$ cat src/rtl/vic_pkg.sv
package vic_pkg;

    parameter int unsigned SRC_N     = 8;
    parameter int unsigned PRIO_W    = 3;
    parameter int unsigned VEC_W     = 8;
    parameter int unsigned MVEC_BASE = 32;
    parameter int unsigned NMI_VEC   = 2;

    localparam int unsigned IDX_W = (SRC_N > 1) ? $clog2(SRC_N) : 1;
    localparam int unsigned LVL_W = SRC_N * PRIO_W;

    typedef struct packed {
        logic              hit;
        logic [IDX_W-1:0]  idx;
        logic [PRIO_W-1:0] lvl;
    } pick_t;

    typedef enum logic [1:0] {
        GRANT_NONE = 2'd0,
        GRANT_NMI  = 2'd1,
        GRANT_DEV  = 2'd2
    } grant_e;

    // Highest level among set bits; equal levels resolve to the lowest index
    function automatic pick_t pick_top(input logic [SRC_N-1:0] cand,
                                       input logic [LVL_W-1:0] lvls);
        pick_t r;
        r = '0;
        for (int i = SRC_N - 1; i >= 0; i--) begin
            if (cand[i] && (!r.hit || lvls[i*PRIO_W +: PRIO_W] >= r.lvl)) begin
                r.hit = 1'b1;
                r.idx = IDX_W'(i);
                r.lvl = lvls[i*PRIO_W +: PRIO_W];
            end
        end
        return r;
    endfunction

    function automatic logic [VEC_W-1:0] dev_vector(input logic [IDX_W-1:0] idx);
        return VEC_W'(MVEC_BASE) + VEC_W'(idx);
    endfunction

endpackage

$ cat src/rtl/vic_nmi_edge.sv
module vic_nmi_edge
    import vic_pkg::*;
(
    input  logic clk,
    input  logic rst,
    input  logic nmi_in,
    input  logic take,
    output logic pend
);

    logic nmi_q;
    logic rise;

    assign rise = nmi_in & ~nmi_q;

    always_ff @(posedge clk) begin
        if (rst) begin
            nmi_q <= 1'b0;
            pend  <= 1'b0;
        end else begin
            nmi_q <= nmi_in;
            // a fresh edge in the same cycle as an acknowledge is kept
            if (rise)
                pend <= 1'b1;
            else if (take)
                pend <= 1'b0;
        end
    end

    AST_NMI_EDGE_LATCH: assert property (@(posedge clk) disable iff (rst)
        $rose(nmi_in) |=> pend);

    AST_NMI_HOLD: assert property (@(posedge clk) disable iff (rst)
        (pend && !take) |=> pend);

endmodule

$ cat src/rtl/vic_arbiter.sv
module vic_arbiter
    import vic_pkg::*;
(
    input  logic [SRC_N-1:0] pend,
    input  logic [SRC_N-1:0] isr,
    input  logic [LVL_W-1:0] lvls,
    input  pick_t            isr_top,
    input  logic             enable,
    output pick_t            pick,
    output logic             irq_req
);

    logic [SRC_N-1:0] cand;

    genvar g;
    generate
        for (g = 0; g < SRC_N; g++) begin : g_cand
            assign cand[g] = pend[g] & ~isr[g];
        end
    endgenerate

    logic beats_isr;

    always_comb begin
        pick      = pick_top(cand, lvls);
        beats_isr = !isr_top.hit || (pick.lvl > isr_top.lvl);
        irq_req   = enable && pick.hit && beats_isr;
    end

    always_comb begin
        AST_NO_REQ_WHILE_OFF: assert (!( !enable && irq_req ));
    end

endmodule

$ cat src/rtl/vic_service.sv
module vic_service
    import vic_pkg::*;
(
    input  logic             clk,
    input  logic             rst,
    input  logic             ack,
    input  logic             eoi,
    input  logic             nmi_pend,
    input  logic             irq_req,
    input  pick_t            pick,
    input  logic [LVL_W-1:0] lvls,
    output logic [SRC_N-1:0] isr,
    output pick_t            isr_top,
    output logic             nmi_take,
    output logic [VEC_W-1:0] vec
);

    grant_e           grant;
    logic [SRC_N-1:0] clr_mask;
    logic [SRC_N-1:0] set_mask;

    always_comb begin
        isr_top = pick_top(isr, lvls);
        if (!ack)
            grant = GRANT_NONE;
        else if (nmi_pend)
            grant = GRANT_NMI;
        else if (irq_req)
            grant = GRANT_DEV;
        else
            grant = GRANT_NONE;
        nmi_take = (grant == GRANT_NMI);
    end

    genvar g;
    generate
        for (g = 0; g < SRC_N; g++) begin : g_mask
            assign clr_mask[g] = eoi && isr_top.hit && (isr_top.idx == IDX_W'(g));
            assign set_mask[g] = (grant == GRANT_DEV) && (pick.idx == IDX_W'(g));
        end
    endgenerate

    always_ff @(posedge clk) begin
        if (rst) begin
            isr <= '0;
            vec <= '0;
        end else begin
            isr <= (isr & ~clr_mask) | set_mask;
            case (grant)
                GRANT_NMI: vec <= VEC_W'(NMI_VEC);
                GRANT_DEV: vec <= dev_vector(pick.idx);
                default:   vec <= vec;
            endcase
        end
    end

    AST_VEC_HELD: assert property (@(posedge clk) disable iff (rst)
        (grant == GRANT_NONE) |=> $stable(vec));

    AST_NMI_VECTOR: assert property (@(posedge clk) disable iff (rst)
        nmi_take |=> (vec == VEC_W'(NMI_VEC)) && $stable(isr));

    AST_DEV_VECTOR_RANGE: assert property (@(posedge clk) disable iff (rst)
        (grant == GRANT_DEV) |=> (vec >= VEC_W'(MVEC_BASE)));

    AST_EOI_RETIRES_ONE: assert property (@(posedge clk) disable iff (rst)
        (eoi && grant == GRANT_NONE && isr != '0)
        |=> ($countones(isr) == $countones($past(isr)) - 1));

    AST_ACK_NESTS: assert property (@(posedge clk) disable iff (rst)
        (grant == GRANT_DEV && !eoi)
        |=> ($countones(isr) == $countones($past(isr)) + 1));

endmodule

$ cat src/rtl/vec_irq_ctrl.sv
module vec_irq_ctrl
    import vic_pkg::*;
(
    input  logic             clk,
    input  logic             rst,
    input  logic [SRC_N-1:0] src_req,
    input  logic [LVL_W-1:0] src_lvl,
    input  logic             irq_enable,
    input  logic             nmi_in,
    input  logic             ack,
    input  logic             eoi,
    output logic             nmi_req,
    output logic             irq_req,
    output logic [VEC_W-1:0] vec_out
);

    logic [SRC_N-1:0] pend_q;
    logic [SRC_N-1:0] isr;
    pick_t            pick;
    pick_t            isr_top;
    logic             nmi_pend;
    logic             nmi_take;

    // level inputs are registered once before arbitration
    always_ff @(posedge clk) begin
        if (rst)
            pend_q <= '0;
        else
            pend_q <= src_req;
    end

    vic_nmi_edge u_nmi (
        .clk    (clk),
        .rst    (rst),
        .nmi_in (nmi_in),
        .take   (nmi_take),
        .pend   (nmi_pend)
    );

    vic_arbiter u_arb (
        .pend    (pend_q),
        .isr     (isr),
        .lvls    (src_lvl),
        .isr_top (isr_top),
        .enable  (irq_enable),
        .pick    (pick),
        .irq_req (irq_req)
    );

    vic_service u_svc (
        .clk      (clk),
        .rst      (rst),
        .ack      (ack),
        .eoi      (eoi),
        .nmi_pend (nmi_pend),
        .irq_req  (irq_req),
        .pick     (pick),
        .lvls     (src_lvl),
        .isr      (isr),
        .isr_top  (isr_top),
        .nmi_take (nmi_take),
        .vec      (vec_out)
    );

    assign nmi_req = nmi_pend;

    AST_RESET_QUIET: assert property (@(posedge clk)
        rst |=> (!nmi_req && vec_out == '0 && isr == '0));

    AST_NO_SELF_PREEMPT: assert property (@(posedge clk) disable iff (rst)
        (irq_req && isr != '0) |-> (pick.lvl > isr_top.lvl) && !isr[pick.idx]);

endmodule

$ cat config.mk
export PLATFORM = sky130hd
export DESIGN_NAME = vec_irq_ctrl
export DESIGN_NICKNAME = d
export VERILOG_FILES = /design/src/rtl/vic_pkg.sv /design/src/rtl/vic_nmi_edge.sv /design/src/rtl/vic_arbiter.sv /design/src/rtl/vic_service.sv /design/src/rtl/vec_irq_ctrl.sv
export SDC_FILE = /design/constraint.sdc
export NUM_CORES = 1
export LEC_CHECK = 0
export ABC_CLOCK_PERIOD_IN_PS = 33400
export BUFFER_PORTS_ARGS = -buffer_cell sky130_fd_sc_hd__buf_4
export CORE_MARGIN = 2
export CORE_UTILIZATION = 57
export CTS_CLUSTER_DIAMETER = 40
export DETAILED_ROUTE_END_ITERATION = 10
export GPL_TIMING_DRIVEN = 0
export PLACE_DENSITY = 0.8
export SLEW_MARGIN = 20
export SYNTH_ARGS = -nofsm -noshare
export SYNTH_HDL_FRONTEND = slang
export SYNTH_SLANG_ARGS = --single-unit
$ cat constraint.sdc
create_clock -name clk -period 33.4 [get_ports clk]
set_clock_uncertainty 0.05 [all_clocks]
set_input_delay 1.67 -clock clk [delete_from_list [all_inputs] [get_ports clk]]
set_output_delay 1.67 -clock clk [all_outputs]
set_load 0.02 [all_outputs]
==> Flow_metrics.wiki, run 1 <==
{| class="wikitable"
! Metric !! Value
|-
| Logic depth of the worst register-to-register path || 55
|-
| Initial Util || 0.589
|-
| Die ar. || 5870 um2
|-
| Core Util, Final || 0.678
|-
| Reg-to-reg endpoint || u_svc.isr[6]
|-
| Number of levels in the clock H-tree || 1
|-
| CP peak stage delay || between 0.5 and 0.6 ns
|-
| Detailed-route via count || slightly above 3k
|-
| Die height || around 77 um
|-
| Port Buffers || 42
|-
| Per-cell routed wire length || approximately 15 um
|-
| Post-synthesis sequential area ratio || 0.146
|-
| Count of inserted antenna diode cells || 0
|-
| Reg clk slew, reported paths || ~0.070 ns
|-
| Hold Crit Class || reg -> reg
|-
| Num Clock Sinks || 22
|-
| Per-cell via count in the routed design || just over 6
|-
| RSZ-0062 raised after global routing || false
|-
| Total power || 0.143 mW
|-
| Post_cts resized || 0
|-
| Number of buffers inserted to repair setup after CTS || 0
|-
| Clock root buffer || sky130_fd_sc_hd__clkbuf_8
|-
| Number of rows created at floorplan || 26
|-
| Die width || about 77 um
|-
| Mean instance size in the synthesized netlist || 7.77 um2
|-
| Setup crit end kind || primary output
|-
| Critical path data arrival time || between 10 and 15 ns
|-
| Unique masters post-synth || 68
|-
| Number of buffers created by CTS || 3
|-
| P per Cell Area || 41.2 nW/um2
|-
| Share of cells above drive strength 1 || 0.166
|-
| Max capacitance violation total || 0
|-
| Launching element type of the critical path || input port
|-
| EDFF count, synth || 0
|-
| Post-route ant nets || 0
|-
| Share of async-settable or async-resettable flops after synthesis || 0
|-
| Global-route wire length before repair || 12.8 mm
|-
| Worst-case setup slack after placement || roughly 19 ns
|-
| Hold Fails Final Rpt || 0
|-
| Crit Reg-Reg Startpoint || u_svc.isr[7]
|-
| Final worst-path setup slack || approximately 19 ns
|-
| Total Neg Setup Slack || 0 ns
|-
| Slew headroom || 0.517
|-
| Leakage power || 1.51 nW
|-
| Slowest cell on crit path || sky130_fd_sc_hd__o21ai_1
|-
| Initial antenna violation count || 0
|-
| Maximum count of clock buffers along a single path || 2
|-
| Outcome || completed
|-
| Via count of the first global-routing pass || 2888
|-
| Minimum clock period || between 10 and 15 ns
|-
| Capturing element of the worst setup path || irq_req
|-
| Clock Latency Late Sink || around 0.26 ns
|-
| Number of pins with negative max-slew slack in the final report || 0
|-
| CP max FO || 9
|-
| Mapped Cells || 387
|-
| Max frequency || about 68 MHz
|-
| Number of buffers inserted by hold repair at cts || 0
|-
| Detailed Place HPWL || between 6 and 7 mm
|-
| All-layer global routing usage || 0.259
|-
| Sum of overflow across all layers after global routing || 0
|-
| Count of synthesis-stage warnings from yosys || 0
|-
| Commonest non-fill, non-tap cells in the layout || 46 x sky130_fd_sc_hd__buf_4, 42 x sky130_fd_sc_hd__ha_1, 36 x sky130_fd_sc_hd__nand2_1
|-
| Most used DFF post-synth || sky130_fd_sc_hd__dfxtp_1
|-
| # setup viols final || 0
|-
| Maximum number of pins on one net before global-route repair || 12
|-
| Worst Hold Margin || between 0.4 and 0.5 ns
|-
| Net count reported at finish || 517
|-
| Detailed Route WL || 7.62 mm
|-
| Clock tree from TritonCTS || built
|-
| Required time of the critical path || approximately 32 ns
|-
| Floorplan Core Area || roughly 5000 um2
|-
| Share of the clock period used by the worst path after layout || 0.442
|-
| Slew of the pin with the lowest slew margin || roughly 0.72 ns
|-
| Most frequent standard cell in the layout excluding fill and tap cells || sky130_fd_sc_hd__buf_4
|-
| Final Wtd Congestion || 0.957
|-
| Critical setup path kind || in -> out
|-
| Startpoint of the most critical setup path || src_lvl[21]
|-
| Area delta synth->final || 15.1%
|-
| Max rail drop VDD || between 0.00003 and 0.00004 V
|-
| DRC viols || 0
|-
| FF-to-FF setup slack || ~21 ns
|-
| IO Pins || between 40 and 50
|-
| Detailed Route Iter0 Violations || 170
|-
| FF+latch count, synth || 22
|-
| Netlist Area Pre-Place || ~3000 um2
|-
| 1st-pass router iterations || 4
|}
-- metal layers --
metal  wire length, um  global-route usage  vias to the layer above
li1                  -                   -                     1559
met3               320              0.0154                        8
met1              3570               0.348                     1444
met2              3640               0.449                       82
met5                 0                   0                        -
met4                79              0.0709                        0
-- state kept, by name, indices dropped and copies added (netlist names) --
signal,count
u_nmi.nmi_q,1
u_svc.vec,4
u_svc.isr,8
pend_q,8
u_nmi.pend,1
-- worst max-delay path, delay by kind of cell --
kind	cells	cell delay, ns
compound gates	26	6.48
simple gates	16	2.22
fa+ha+maj	8	2.24
buf+inv	3	0.44
-- worst min-delay path by stage --
stage	slack, ns	start	end	depth (start not counted)
global route	0.46	u_nmi.nmi_q	u_nmi.pend	2
CTS	0.45	u_nmi.nmi_q	u_nmi.pend	2
detailed placement	0.44	u_nmi.nmi_q	u_nmi.pend	2
global placement	0.42	u_nmi.nmi_q	u_nmi.pend	2
floorplan	0.41	u_nmi.nmi_q	u_nmi.pend	2
finish	0.44	u_nmi.nmi_q	u_nmi.pend	2
-- power by group --
group	switching [mW]	internal (mW)
clock	0.00781	0.00804
sequential	0.00216	0.0285
combinational	0.0548	0.0413
-- kinds of logic after synthesis --
| family | synth area share |
|---|---|
| other | 0.00125 |
| buffers and inverters | 0.0466 |
| muxes | 0.0104 |
| adders and majority gates | 0.175 |
| AOI/OAI and AO/OA | 0.321 |
| and+or+nand+nor | 0.300 |
| DFF | 0.146 |
-- cells in the mapped netlist (6+ instances only) --
cell | count | area share
sky130_fd_sc_hd__nor2_1 | 25 | 0.031
sky130_fd_sc_hd__nand2_1 | 36 | 0.045
sky130_fd_sc_hd__nand2b_1 | 15 | 0.031
sky130_fd_sc_hd__o21a_1 | 12 | 0.030
sky130_fd_sc_hd__a31oi_1 | 8 | 0.017
sky130_fd_sc_hd__a21oi_1 | 24 | 0.040
sky130_fd_sc_hd__ha_1 | 42 | 0.17
sky130_fd_sc_hd__nor2b_1 | 29 | 0.060
sky130_fd_sc_hd__and2_1 | 8 | 0.017
sky130_fd_sc_hd__a221oi_1 | 6 | 0.017
sky130_fd_sc_hd__o21ai_0 | 22 | 0.037
sky130_fd_sc_hd__inv_1 | 19 | 0.024
sky130_fd_sc_hd__dfxtp_1 | 22 | 0.15
sky130_fd_sc_hd__a22oi_1 | 10 | 0.025
-- cell type report --
type                    count  area [um2]
fillers                   477        1650
well taps                  70        87.6
inverters                  19        71.3
multi-input cells         338        2440
repair buffers             42         315
flip-flops and latches     22         440
plain buffers              11        68.8
clock buffers               3        41.3
-- through the flow --
| step | cell area, um2 | std cells |
|---|---|---|
| finish | 3460 | 505 |
| CTS | 3460 | 505 |
| detailed placement | 3420 | 502 |
| floorplan | 3020 | 390 |
| global route | 3460 | 505 |
| global placement | 3420 | 502 |
Power figures use the tool's default switching activity.
==> inputs of run 2 (changes only) <==
--- a/config.mk
+++ b/config.mk
@@ -5,14 +5,15 @@
 export SDC_FILE = /design/constraint.sdc
 export NUM_CORES = 1
 export LEC_CHECK = 0
-export ABC_CLOCK_PERIOD_IN_PS = 33400
+export ABC_AREA = 1
+export ABC_CLOCK_PERIOD_IN_PS = 14600
 export BUFFER_PORTS_ARGS = -buffer_cell sky130_fd_sc_hd__buf_4
 export CORE_MARGIN = 2
 export CORE_UTILIZATION = 57
 export CTS_CLUSTER_DIAMETER = 40
 export DETAILED_ROUTE_END_ITERATION = 10
 export GPL_TIMING_DRIVEN = 0
-export PLACE_DENSITY = 0.8
+export PLACE_DENSITY = 0.81
 export SLEW_MARGIN = 20
 export SYNTH_ARGS = -nofsm -noshare
 export SYNTH_HDL_FRONTEND = slang
==> constraint.sdc (replaced) <==
create_clock -name clk -period 14.6 [get_ports clk]
set_clock_uncertainty 0.05 [all_clocks]
set_input_delay 0.73 -clock clk [delete_from_list [all_inputs] [get_ports clk]]
set_output_delay 0.73 -clock clk [all_outputs]
set_load 0.02 [all_outputs]
==> Flow_metrics.wiki, run 2 <==
{| class="wikitable"
! Metric !! Value
|-
| DRC viols || 0 (unchanged)
|-
| Maximum number of pins on one net before global-route repair || 12 (unchanged)
|-
| Most used DFF post-synth || sky130_fd_sc_hd__dfxtp_1
|-
| Crit-path leading delay family || simple AND/OR/NAND/NOR gates
|-
| Critical path data arrival time || 10.49 ns (-2.55 ns)
|-
| Leading cell type by number of instances after synthesis || sky130_fd_sc_hd__nand2_1
|-
| EDFF count, synth || 0 (unchanged)
|-
| Post-synthesis sequential area ratio || 0.156 (+0.00913)
|-
| Via count of the first global-routing pass || 2639 (-8.6%)
|-
| Per-cell via count in the routed design || 5.24 (-14%)
|-
| Design Area, Final || 3290 um2 (-5.0%)
|-
| IO Pins || 48 (unchanged)
|-
| Total cell area at the placement stage || 3250 um2 (-5.0%)
|-
| Global-route wire length before repair || 10.7 mm (-17%)
|-
| Num Clock Sinks || 22 (unchanged)
|-
| Final standard cell count with taps included and fillers excluded || 556 (+10%)
|-
| Max capacitance violation total || 0 (unchanged)
|-
| Post_cts resized || 0 (unchanged)
|-
| Number of buffers inserted by hold repair at cts || 0 (unchanged)
|-
| Maximum count of clock buffers along a single path || 2 (unchanged)
|-
| Mean instance size in the synthesized netlist || 6.43 um2 (-17%)
|-
| Number of cells in the design after placement || 553 (+10%)
|-
| Net count reported at finish || 571 (+10%)
|-
| Share of async-settable or async-resettable flops after synthesis || 0 (unchanged)
|-
| Leakage power || 1.75 nW (+15%)
|-
| Launching element type of the critical path || register
|-
| Number of buffers inserted to repair setup after CTS || 0 (unchanged)
|-
| CP max FO || 9 (unchanged)
|-
| Number of buffers and inverters on the critical path || 7 (+4)
|-
| Required time of the critical path || 13.82 ns (-17.86 ns)
|-
| Detailed Route WL || 6.33 mm (-17%)
|-
| Hold Crit Class || reg -> reg
|-
| Count of inserted antenna diode cells || 0 (unchanged)
|-
| Outcome || completed
|-
| Die height || 74.5 um (-2.8%)
|-
| Initial Util || 0.595 (+0.00658)
|-
| Number of rows created at floorplan || 25 (-3.8%)
|-
| Core Util, Final || 0.692 (+0.0140)
|-
| Number of buffers created by CTS || 3 (unchanged)
|-
| Met3 routing resource usage after global routing || 0.0136 (-0.00185)
|-
| Clock root buffer || sky130_fd_sc_hd__clkbuf_8
|-
| Netlist Area Pre-Place || 2830 um2 (-5.9%)
|-
| Critical setup path kind || reg -> out
|-
| Clock Latency Late Sink || 0.26 ns (about the same)
|-
| Floorplan Core Area || 4750 um2 (-6.9%)
|-
| Area share of the largest cell type after synthesis || 0.186 (+0.0109)
|-
| Slowest cell on crit path || sky130_fd_sc_hd__dfxtp_1
|-
| Commonest non-fill, non-tap cells in the layout || 106 x sky130_fd_sc_hd__nand2_1, 67 x sky130_fd_sc_hd__inv_1, 47 x sky130_fd_sc_hd__buf_4
|-
| Max rail drop VDD || 0.0000741 V (+140%)
|-
| Total Neg Setup Slack || 0 ns (unchanged)
|-
| Mapped Cells || 440 (+14%)
|-
| Area delta synth->final || 16.2%
|-
| Largest cells by area after synthesis || sky130_fd_sc_hd__ha_1 19%, sky130_fd_sc_hd__dfxtp_1 16%, sky130_fd_sc_hd__nand2_1 14%
|-
| Hold Fails Final Rpt || 0 (unchanged)
|-
| GR Util met1 || 0.311 (-0.0369)
|-
| Die ar. || 5550 um2 (-5.6%)
|-
| Crit path top cell by count || sky130_fd_sc_hd__nand2_1
|-
| Most frequent standard cell in the layout excluding fill and tap cells || sky130_fd_sc_hd__nand2_1
|-
| Die width || 74.5 um (-2.8%)
|-
| CP peak stage delay || 0.39 ns (-0.15 ns)
|-
| Reg clk slew, reported paths || 0.07 ns (about the same)
|-
| Unique masters post-synth || 39 (-43%)
|-
| 1st-pass router iterations || 5 (+1)
|-
| Detailed-route via count || 2915 (-5.8%)
|-
| RSZ-0062 raised after global routing || false
|-
| Registers with the most flip-flops || pend_q: 8 flops, u_svc.isr: 8 flops, u_svc.vec: 4 flops
|-
| Global Route met2 Usage || 0.420 (-0.0288)
|-
| P per Cell Area || 70.3 nW/um2 (+71%)
|-
| Initial antenna violation count || 0 (unchanged)
|-
| FF+latch count, synth || 22 (unchanged)
|-
| Final Wtd Congestion || 0.962 (+0.54%)
|-
| Largest area contributor in the netlist || sky130_fd_sc_hd__ha_1
|-
| Minimum clock period || 11.27 ns
|-
| Detailed Place HPWL || 5.54 mm (-13%)
|-
| Max frequency || between 80 and 90 MHz
|-
| Setup crit end kind || primary output
|-
| Post-route ant nets || 0 (unchanged)
|-
| Worst Hold Margin || 0.365 ns (-0.0776 ns)
|-
| # setup viols final || 0 (unchanged)
|-
| All-layer global routing usage || 0.239 (-0.0198)
|-
| Count of synthesis-stage warnings from yosys || 0 (unchanged)
|-
| Sum of overflow across all layers after global routing || 0 (unchanged)
|-
| Clock tree from TritonCTS || built
|-
| Port Buffers || 43 (+2.4%)
|-
| Share of the clock period used by the worst path after layout || 0.772
|-
| Most heavily used metal layer in global routing || met2
|-
| Post-synth top cells || 106 x sky130_fd_sc_hd__nand2_1, 67 x sky130_fd_sc_hd__inv_1, 42 x sky130_fd_sc_hd__ha_1
|-
| Share of cells above drive strength 1 || 0.184 (+0.0185)
|-
| Number of pins with negative max-slew slack in the final report || 0 (unchanged)
|-
| Detailed Route Iter0 Violations || 119 (-30%)
|-
| Per-cell routed wire length || 11.4 um (-25%)
|-
| Number of levels in the clock H-tree || 1 (unchanged)
|}
[run 2: cell count changes in the layout (fill, tap and decap cells not counted), sizes merged, moves of 5 or more]
cell	previous run	this run
a22oi	10	0
o21ai	27	38
nand2	36	116
nor2b	31	0
nand4	2	7
a221oi	6	0
inv	19	72
or3	5	0
o211a	5	0
nand3	5	44
nand3b	1	6
o21a	12	0
nand2b	15	0
a31oi	8	1
[run 2: routing by layer]
layer | part of all wire | vias up
met5 | 0 | -
met4 | 0.012 | 0
met3 | 0.030 | 7
met2 | 0.47 | 57
met1 | 0.49 | 1306
li1 | - | 1545
[run 2: cells by family (layout without fill, tap and decap cells)]
| family | after synthesis | count (layout) | share of synthesized area |
|---|---|---|---|
| other cells | 1 | 4 | 0.00132 |
| compound gates | 78 | 78 | 0.168 |
| simple gates | 217 | 217 | 0.375 |
| flops | 22 | 22 | 0.156 |
| fa+ha+maj | 42 | 42 | 0.186 |
| buf+inv | 80 | 126 | 0.114 |
[run 2: through the flow]
step | setup slack, ns | power, mW
global placement | 3.82 | 0.192
global route | 2.27 | 0.254
floorplan | 5.03 | 0.161
CTS | 3.40 | 0.232
detailed placement | 3.59 | 0.197
finish | 3.33 | 0.231
[run 2: layout make-up]
cell class              count  area, um2
multi-input cells         341       2080
fillers                   435       1470
flip-flops and latches     22        440
repair buffers             43        323
inverters                  72        270
well taps                  67       83.8
plain buffers               8       52.6
clock buffers               3       41.3
[run 2: where the power goes]
group	internal [mW]	switching [mW]	total (mW)
Clock	0.0184	0.0169	0.0353
Combinational	0.0516	0.0781	0.130
Sequential	0.0636	0.00261	0.0662
Total	0.134	0.0976	0.231
[run 2: path summary, 6_finish.rpt]
kind              slack (ns)  cells past startpoint      endpoint    startpoint
setup / recovery        3.33                     62       irq_req  u_svc.isr[7]
hold / removal          0.36                      1    u_nmi.pend   u_nmi.nmi_q
setup reg to reg        3.88                     64  u_svc.isr[5]  u_svc.isr[7]
hold reg to reg         0.36                      1    u_nmi.pend   u_nmi.nmi_q
